$ cat src/rtl/hdr_scan_pkg.sv
package hdr_scan_pkg;

    typedef enum logic [2:0] {
        ST_IDLE,
        ST_MAGIC,
        ST_TAG,
        ST_LEN,
        ST_SKIP,
        ST_DONE
    } scan_st_t;

    localparam int LONG_FIELD_BYTES  = 4;
    localparam int SHORT_FIELD_BYTES = 2;

    // Opening signature byte at position i (positions 0..12).
    function automatic logic [7:0] magic_byte(input logic [3:0] i);
        logic [7:0] b;
        unique case (i)
            4'd0:                       b = 8'h00;
            4'd1:                       b = 8'h09;
            4'd2, 4'd4, 4'd6, 4'd8:     b = 8'h0F;
            4'd3, 4'd5, 4'd7, 4'd9:     b = 8'hF0;
            4'd10, 4'd11:               b = 8'h00;
            4'd12:                      b = 8'h01;
            default:                    b = 8'hXX;
        endcase
        return b;
    endfunction

endpackage

$ cat src/rtl/hdr_magic_cmp.sv
module hdr_magic_cmp
    import hdr_scan_pkg::*;
#(
    parameter int MAGIC_LEN = 13,
    localparam int IDX_W    = $clog2(MAGIC_LEN)
) (
    input  logic [IDX_W-1:0] idx,
    input  logic [7:0]       din,
    output logic             hit,
    output logic             last
);
    logic [3:0] idx4;

    assign idx4 = 4'(idx);
    assign hit  = (din == magic_byte(idx4));
    assign last = (idx == IDX_W'(MAGIC_LEN - 1));

endmodule

$ cat src/rtl/hdr_len_shift.sv
module hdr_len_shift #(
    parameter int LEN_W     = 32,
    parameter int SHORT_CAP = 64,
    parameter int LONG_CAP  = 307200
) (
    input  logic             clk,
    input  logic             rst_n,
    input  logic             clr,
    input  logic             shift,
    input  logic [7:0]       din,
    input  logic             is_long,
    output logic [LEN_W-1:0] capped_next
);
    logic [LEN_W-1:0] acc;
    logic [LEN_W-1:0] acc_next;

    assign acc_next = (acc << 8) | LEN_W'(din);

    always_ff @(posedge clk or negedge rst_n) begin
        if (!rst_n) begin
            acc <= '0;
        end else if (clr) begin
            acc <= '0;
        end else if (shift) begin
            acc <= acc_next;
        end
    end

    // Clamp the value that includes the byte now on din.
    always_comb begin
        if (is_long) begin
            capped_next = (acc_next > LEN_W'(LONG_CAP)) ? LEN_W'(LONG_CAP) : acc_next;
        end else begin
            capped_next = (acc_next > LEN_W'(SHORT_CAP)) ? LEN_W'(SHORT_CAP) : acc_next;
        end
    end

endmodule

$ cat src/rtl/hdr_win_ctr.sv
module hdr_win_ctr #(
    parameter int SEARCH_WIN = 100,
    localparam int CNT_W     = $clog2(SEARCH_WIN + 1) + 1
) (
    input  logic clk,
    input  logic rst_n,
    input  logic clr,
    input  logic inc,
    output logic full,
    output logic at_edge
);
    logic [CNT_W-1:0] cnt;

    always_ff @(posedge clk or negedge rst_n) begin
        if (!rst_n) begin
            cnt <= '0;
        end else if (clr) begin
            cnt <= '0;
        end else if (inc) begin
            cnt <= cnt + 1'b1;
        end
    end

    assign full    = (cnt >= CNT_W'(SEARCH_WIN));
    assign at_edge = ((cnt + 1'b1) >= CNT_W'(SEARCH_WIN));

endmodule

$ cat src/rtl/hdr_scan.sv
module hdr_scan
    import hdr_scan_pkg::*;
#(
    parameter int         MAGIC_LEN  = 13,
    parameter int         SEARCH_WIN = 100,
    parameter int         SHORT_CAP  = 64,
    parameter int         LONG_CAP   = 307200,
    parameter int         LEN_W      = 32,
    parameter logic [7:0] LONG_TAG   = 8'h65,
    parameter logic [7:0] TAG_FIRST  = 8'h61,
    parameter logic [7:0] TAG_LAST   = 8'h65
) (
    input  logic             clk,
    input  logic             rst_n,
    input  logic             start,
    input  logic [7:0]       want_tag,
    input  logic [7:0]       in_data,
    input  logic             in_valid,
    output logic             in_ready,
    output logic             done,
    output logic             found,
    output logic             err,
    output logic [LEN_W-1:0] sect_len
);
    localparam int IDX_W = $clog2(MAGIC_LEN);
    localparam int FLD_W = $clog2(LONG_FIELD_BYTES + 1);

    scan_st_t         st, st_nxt;
    logic [IDX_W-1:0] magic_idx;
    logic [7:0]       want_q;
    logic [7:0]       cur_tag;
    logic [FLD_W-1:0] fld_left;
    logic [LEN_W-1:0] skip_left;
    logic             found_q, err_q;
    logic [LEN_W-1:0] len_q;

    logic             take;
    logic             restart;
    logic             magic_hit, magic_last;
    logic             win_full, win_edge;
    logic [LEN_W-1:0] len_capped;
    logic             tag_in_range;
    logic             fld_last;
    logic             tag_is_want;
    logic             walk_take;

    // ---------------- helpers ----------------
    hdr_magic_cmp #(.MAGIC_LEN(MAGIC_LEN)) u_magic (
        .idx  (magic_idx),
        .din  (in_data),
        .hit  (magic_hit),
        .last (magic_last)
    );

    hdr_len_shift #(
        .LEN_W     (LEN_W),
        .SHORT_CAP (SHORT_CAP),
        .LONG_CAP  (LONG_CAP)
    ) u_len (
        .clk         (clk),
        .rst_n       (rst_n),
        .clr         (st == ST_TAG),
        .shift       (take && (st == ST_LEN)),
        .din         (in_data),
        .is_long     (cur_tag == LONG_TAG),
        .capped_next (len_capped)
    );

    hdr_win_ctr #(.SEARCH_WIN(SEARCH_WIN)) u_win (
        .clk     (clk),
        .rst_n   (rst_n),
        .clr     (restart),
        .inc     (walk_take),
        .full    (win_full),
        .at_edge (win_edge)
    );

    assign take         = in_valid && in_ready;
    assign restart      = start && ((st == ST_IDLE) || (st == ST_DONE));
    assign tag_in_range = (in_data >= TAG_FIRST) && (in_data <= TAG_LAST);
    assign fld_last     = (fld_left == FLD_W'(1));
    assign tag_is_want  = (cur_tag == want_q);
    assign walk_take    = take && ((st == ST_TAG) || (st == ST_LEN) || (st == ST_SKIP));

    // ---------------- state register ----------------
    always_ff @(posedge clk or negedge rst_n) begin
        if (!rst_n) begin
            st <= ST_IDLE;
        end else begin
            st <= st_nxt;
        end
    end

    // ---------------- next state ----------------
    always_comb begin
        st_nxt = st;
        unique case (st)
            ST_IDLE: begin
                if (start) st_nxt = ST_MAGIC;
            end
            ST_MAGIC: begin
                if (take) begin
                    if (!magic_hit)     st_nxt = ST_DONE;
                    else if (magic_last) st_nxt = ST_TAG;
                end
            end
            ST_TAG: begin
                if (win_full) begin
                    st_nxt = ST_DONE;
                end else if (take) begin
                    st_nxt = tag_in_range ? ST_LEN : ST_DONE;
                end
            end
            ST_LEN: begin
                if (take && fld_last) begin
                    if (tag_is_want)            st_nxt = ST_DONE;
                    else if (len_capped == '0)  st_nxt = ST_TAG;
                    else                        st_nxt = ST_SKIP;
                end
            end
            ST_SKIP: begin
                if (take && ((skip_left == LEN_W'(1)) || win_edge)) st_nxt = ST_TAG;
            end
            ST_DONE: begin
                if (start) st_nxt = ST_MAGIC;
            end
            default: st_nxt = ST_IDLE;
        endcase
    end

    // ---------------- datapath registers ----------------
    always_ff @(posedge clk or negedge rst_n) begin
        if (!rst_n) begin
            magic_idx <= '0;
            want_q    <= '0;
            cur_tag   <= '0;
            fld_left  <= '0;
            skip_left <= '0;
            found_q   <= 1'b0;
            err_q     <= 1'b0;
            len_q     <= '0;
        end else if (restart) begin
            magic_idx <= '0;
            want_q    <= want_tag;
            found_q   <= 1'b0;
            err_q     <= 1'b0;
            len_q     <= '0;
        end else if (take) begin
            unique case (st)
                ST_MAGIC: begin
                    magic_idx <= magic_idx + 1'b1;
                    if (!magic_hit) err_q <= 1'b1;
                end
                ST_TAG: begin
                    cur_tag  <= in_data;
                    fld_left <= (in_data == LONG_TAG) ? FLD_W'(LONG_FIELD_BYTES)
                                                      : FLD_W'(SHORT_FIELD_BYTES);
                end
                ST_LEN: begin
                    fld_left <= fld_left - 1'b1;
                    if (fld_last) begin
                        if (tag_is_want) begin
                            found_q <= 1'b1;
                            len_q   <= len_capped;
                        end else begin
                            skip_left <= len_capped;
                        end
                    end
                end
                ST_SKIP: begin
                    skip_left <= skip_left - 1'b1;
                end
                default: ;
            endcase
        end
    end

    // ---------------- outputs ----------------
    always_comb begin
        in_ready = 1'b0;
        unique case (st)
            ST_MAGIC, ST_LEN, ST_SKIP: in_ready = 1'b1;
            ST_TAG:                    in_ready = !win_full;
            default:                   in_ready = 1'b0;
        endcase
        done     = (st == ST_DONE);
        found    = found_q;
        err      = err_q;
        sect_len = len_q;
    end

endmodule

$ cat config.mk
export PLATFORM = sky130hd
export DESIGN_NAME = hdr_scan
export DESIGN_NICKNAME = d
export VERILOG_FILES = /design/src/rtl/hdr_scan_pkg.sv /design/src/rtl/hdr_magic_cmp.sv /design/src/rtl/hdr_len_shift.sv /design/src/rtl/hdr_win_ctr.sv /design/src/rtl/hdr_scan.sv
export SDC_FILE = /design/constraint.sdc
export NUM_CORES = 1
export LEC_CHECK = 0
export CORE_MARGIN = 4
export CORE_UTILIZATION = 50
export CTS_CLUSTER_DIAMETER = 200
export DETAILED_ROUTE_END_ITERATION = 16
export PLACE_DENSITY_LB_ADDON = 0.08
export SYNTH_ARGS = -nofsm -noshare
export SYNTH_HDL_FRONTEND = slang
export SYNTH_HIERARCHICAL = 1
export SYNTH_SLANG_ARGS = --single-unit
$ cat constraint.sdc
create_clock -name clk -period 5.85 [get_ports clk]
set_input_delay 0.585 -clock clk [delete_from_list [all_inputs] [get_ports clk]]
set_output_delay 0.585 -clock clk [all_outputs]
set_load 0.01 [all_outputs]
==> out/qor.log <==
qor: floorplan.die_h 128.3 um
qor: sta.final.setup.worst_slack 2.334 ns
qor: routing.remaining_drc_errors 0
qor: sta.max_freq 0.2844 GHz
qor: clock_network.maximum_clock_path_buffer_count 2
qor: logic_synthesis.ys.warnings.count 6
qor: floorplan.io_pins 56
qor: power.switching_share 0.3962
qor: power.power_switching 0.001550 W
qor: worst_setup_path.slowest_cell_on_crit_path or4_4
qor: logic_synthesis.synth_async_sr_flop_share 1.000
qor: worst_setup_path.timing.rr.start cur_tag[1]
qor: power.peakVddDrop 291.4 uV
qor: floorplan.design.core.area 14040 um2
qor: routing.firstDrtPassIters 6
qor: worst_setup_path.worst_r2r_endpoint st[1]
qor: run.max-cap-violations 0
qor: clock_network.total_of_cells_resized_after_clock_tree_synthesis 0
qor: power.comb_power_share 0.368
qor: worst_setup_path.timing.critical_path.required 6.15 ns
qor: routing.totalWireLength 19540 um
qor: hold_path.timing.hold.worst.class input port to async pin
qor: worst_setup_path.worstRegToRegCells 10
qor: routing.vias_per_std_cell 6.102
qor: sta.timing.setup.tns 0 ns
qor: placement.io_buffer_count 55
qor: clock_network.ctsHtreeMaxLevel 4
qor: worst_setup_path.critical_path.most_common_cell nand4_1
qor: power.p_int 0.002361 W
qor: worst_setup_path.critPathBufInv 1
qor: power.totalPowerFinal 0.003911 W
qor: logic_synthesis.synth-main-ff-cell dfrtp_1
qor: routing.antenna_left 0
qor: clock_network.post_cts.repair.setup_buffers 0
qor: logic_synthesis.post_synthesis_cell_area 7231 um2
qor: global_route.vias_in_the_first_global_route 6197
qor: floorplan.initial_utilization 0.5149
qor: logic_synthesis.syn_avg_cell_area 8.872 um2
qor: routing.dr_total_vias 6364
qor: placement.place_worst_setup_slack 1.972 ns
qor: logic_synthesis.ys_top_cells_by_count nand2_1, dfrtp_1, nor2_1
qor: global_route.globalRouteTotalUtil 0.2458
qor: worst_setup_path.critical_path.max_fanout 14
qor: floorplan.die_width 128.3 um
qor: clock_network.cts_root_buffer clkbuf_16
qor: sta.final.setup_skew 0.008294 ns
qor: worst_setup_path.timing.critical_path.slowest_cell_delay 0.64 ns
qor: routing.detail_route.wl_per_cell 18.73 um
qor: worst_setup_path.worstPathCellList clkdlybuf4s50_1 -> or4_4 -> o21ai_1 -> nand4_1 -> a31oi_1 -> nor4_1 -> nand4_1 -> a2111oi_0 -> a211o_1 -> mux2_2
qor: status.status complete, no violations
qor: worst_setup_path.critPathArrivalTime 3.82 ns
qor: clock_network.clock_latency 0.42 ns
qor: sta.unrepaired_setup_endpoints_after_global_routing false
qor: global_route.total_gr_overflow 0
qor: sta.timing.final.crit_share 0.6011
qor: worst_setup_path.timing.setup.critical_path_class input port to register
qor: global_route.grt_max_degree 73
qor: clock_network.tritoncts.num_buffers 17
qor: global_route.antenna_found_initial 0
qor: sta.hold_viol_final 0
qor: logic_synthesis.netlist-cell-type-count 76
qor: logic_synthesis.synth_sequential_area_ratio 0.4291
qor: logic_synthesis.yosys-top-cells-area dfrtp_1, nand2_1, mux2i_1, o21ai_0, nor2_1
qor: power.p_seq_frac 0.353
qor: sta.slew-limit-headroom 0.2308
qor: clock_network.clock_sinks 124
qor: global_route.grt_pass1_wl 32400 um
qor: power.p_per_area 464.3 nW/um2
qor: logic_synthesis.synth_most_common_cell nand2_1
qor: worst_setup_path.timing.critical_path.from_type input port
qor: logic_synthesis.yosys_register_bits 124
qor: clock_network.tritoncts_clock_tree yes
qor: placement.globalplace.congestion 0.9587
qor: routing.initialDrtViolationCount 512
qor: sta.worst_margin_slew 1.146 ns
qor: floorplan.row_count 43
qor: layout.antenna-diode-count 0
qor: power.power_leakage 3.486 nW
qor: worst_setup_path.timing.reg2reg.setup_slack 2.37 ns
qor: power.clock_power_share 0.280
qor: logic_synthesis.synth_top_cell_by_area dfrtp_1
qor: logic_synthesis.post_synth_edffs 0
qor: worst_setup_path.worst_setup_path_end_kind register
qor: layout.fin_nets 881
qor: logic_synthesis.post-synth-top-area-fraction 0.4291
qor: placement.dp_hpwl 13900 um
qor: sta.timing.final.setup_violations 0
qor: sta.final_period_minus_worst_setup_slack 3.516 ns
qor: floorplan.die_area 16450 um2
qor: clock_network.cts-hold-fix-buffers 0
qor: worst_setup_path.cell_family_with_the_largest_share_of_critical_path_delay simple AND/OR/NAND/NOR gates
qor: clock_network.clk_pin_slew 0.06 ns
qor: layout.area_growth_syn_to_layout 16.49%
qor: layout.share_of_final_layout_standard_cells_stronger_than_drive_strength_1 0.08111
qor: sta.report.final.slew_viol_count 0
qor: logic_synthesis.number_of_standard_cells_after_synthesis 815
-- cells by family after synthesis --
| group | Yosys count | synth area share |
|---|---|---|
| DFF | 124 | 0.4291 |
| muxes | 42 | 0.06229 |
| AOI/OAI and AO/OA | 180 | 0.1718 |
| adders and majority gates | 11 | 0.01903 |
| and+or+nand+nor | 343 | 0.2312 |
| buffers and inverters | 95 | 0.06299 |
| xor gates and xnor gates | 19 | 0.02301 |
| other | 1 | 0.0005186 |
-- layout make-up --
cell class | instances | area (um2)
clock inverters | 13 | 163.9
fillers | 1244 | 5619
clock buffers | 19 | 452.9
multi-input cells | 608 | 3727
flip-flops and latches | 124 | 3103
repair buffers | 65 | 623.1
well taps | 180 | 225.2
inverters | 34 | 127.6
-- worst register-to-register path, cell delays in order, from the launching register on --
cell and delay (ns):
dfrtp_1 0.39, or4bb_1 0.52, nor2_1 0.39, inv_1 0.15, or3_1 0.61, a31oi_1 0.39, nor4_1 0.12, nand4_1 0.19
a2111oi_0 0.09, a211o_1 0.27, mux2_2 0.25
-- per-stage QoR --
step                  util  hold WS (ns)  area (um2)  cells
finish              0.5998        0.2047        8423   1043
global route        0.5998        0.2536        8423   1043
CTS                 0.5998        0.2201        8423   1043
detailed placement  0.5559        0.4819        7806   1011
global placement    0.5559        0.4741        7806   1011
floorplan                -        0.2894        7276    827
-- sequential cells by signal (all words and copies together), names as in the netlist --
name	flops
cur_tag	8
err	1
fld_left	3
found	1
magic_idx	4
sect_len	32
skip_left	32
st	3
u_len/acc	24
u_win/cnt	8
want_q	8
-- power by group through the flow --
stage	clock, W	sequential [W]	combinational [W]
after floorplan	0	0.00128	0.00111
after global placement	0	0.00137	0.00140
after detailed placement	0	0.00138	0.00142
after CTS	0.00111	0.00137	0.00143
after global routing	0.00116	0.00141	0.00159
final	0.00109	0.00138	0.00144
-- cell usage in the layout (no fill, tap or decap), drive strengths merged, types with 19 or more instances in the layout --
| master | synthesis | routed |
|---|---|---|
| clkbuf | 32 | 19 |
| nor2 | 74 | 74 |
| inv | 34 | 36 |
| mux2i | 31 | 31 |
| o21ai | 60 | 60 |
| clkdlybuf4s50 | 0 | 54 |
| nand2 | 145 | 145 |
| dfrtp | 124 | 124 |
| nor4 | 27 | 27 |
-- how the worst max path moves through the flow --
stage,endpoint,slack (ns),cells past startpoint,from
floorplan,st[1],2.87,11,cur_tag[4]
global placement,st[1],2.11,10,in_data[0]
detailed placement,st[1],1.97,10,in_data[0]
CTS,st[1],2.41,10,in_data[0]
global route,st[1],2.14,10,cur_tag[4]
finish,st[1],2.33,10,in_data[0]
-- layer usage --
| metal | up-vias | part of all wire | GRT usage |
|---|---|---|---|
| li1 | 2983 | - | - |
| met1 | 3100 | 0.46 | 0.3426 |
| met2 | 243 | 0.46 | 0.3843 |
| met3 | 38 | 0.052 | 0.04417 |
| met4 | 0 | 0.021 | 0.08989 |
| met5 | - | 0 | 0 |
Power figures use the tool's default switching activity.
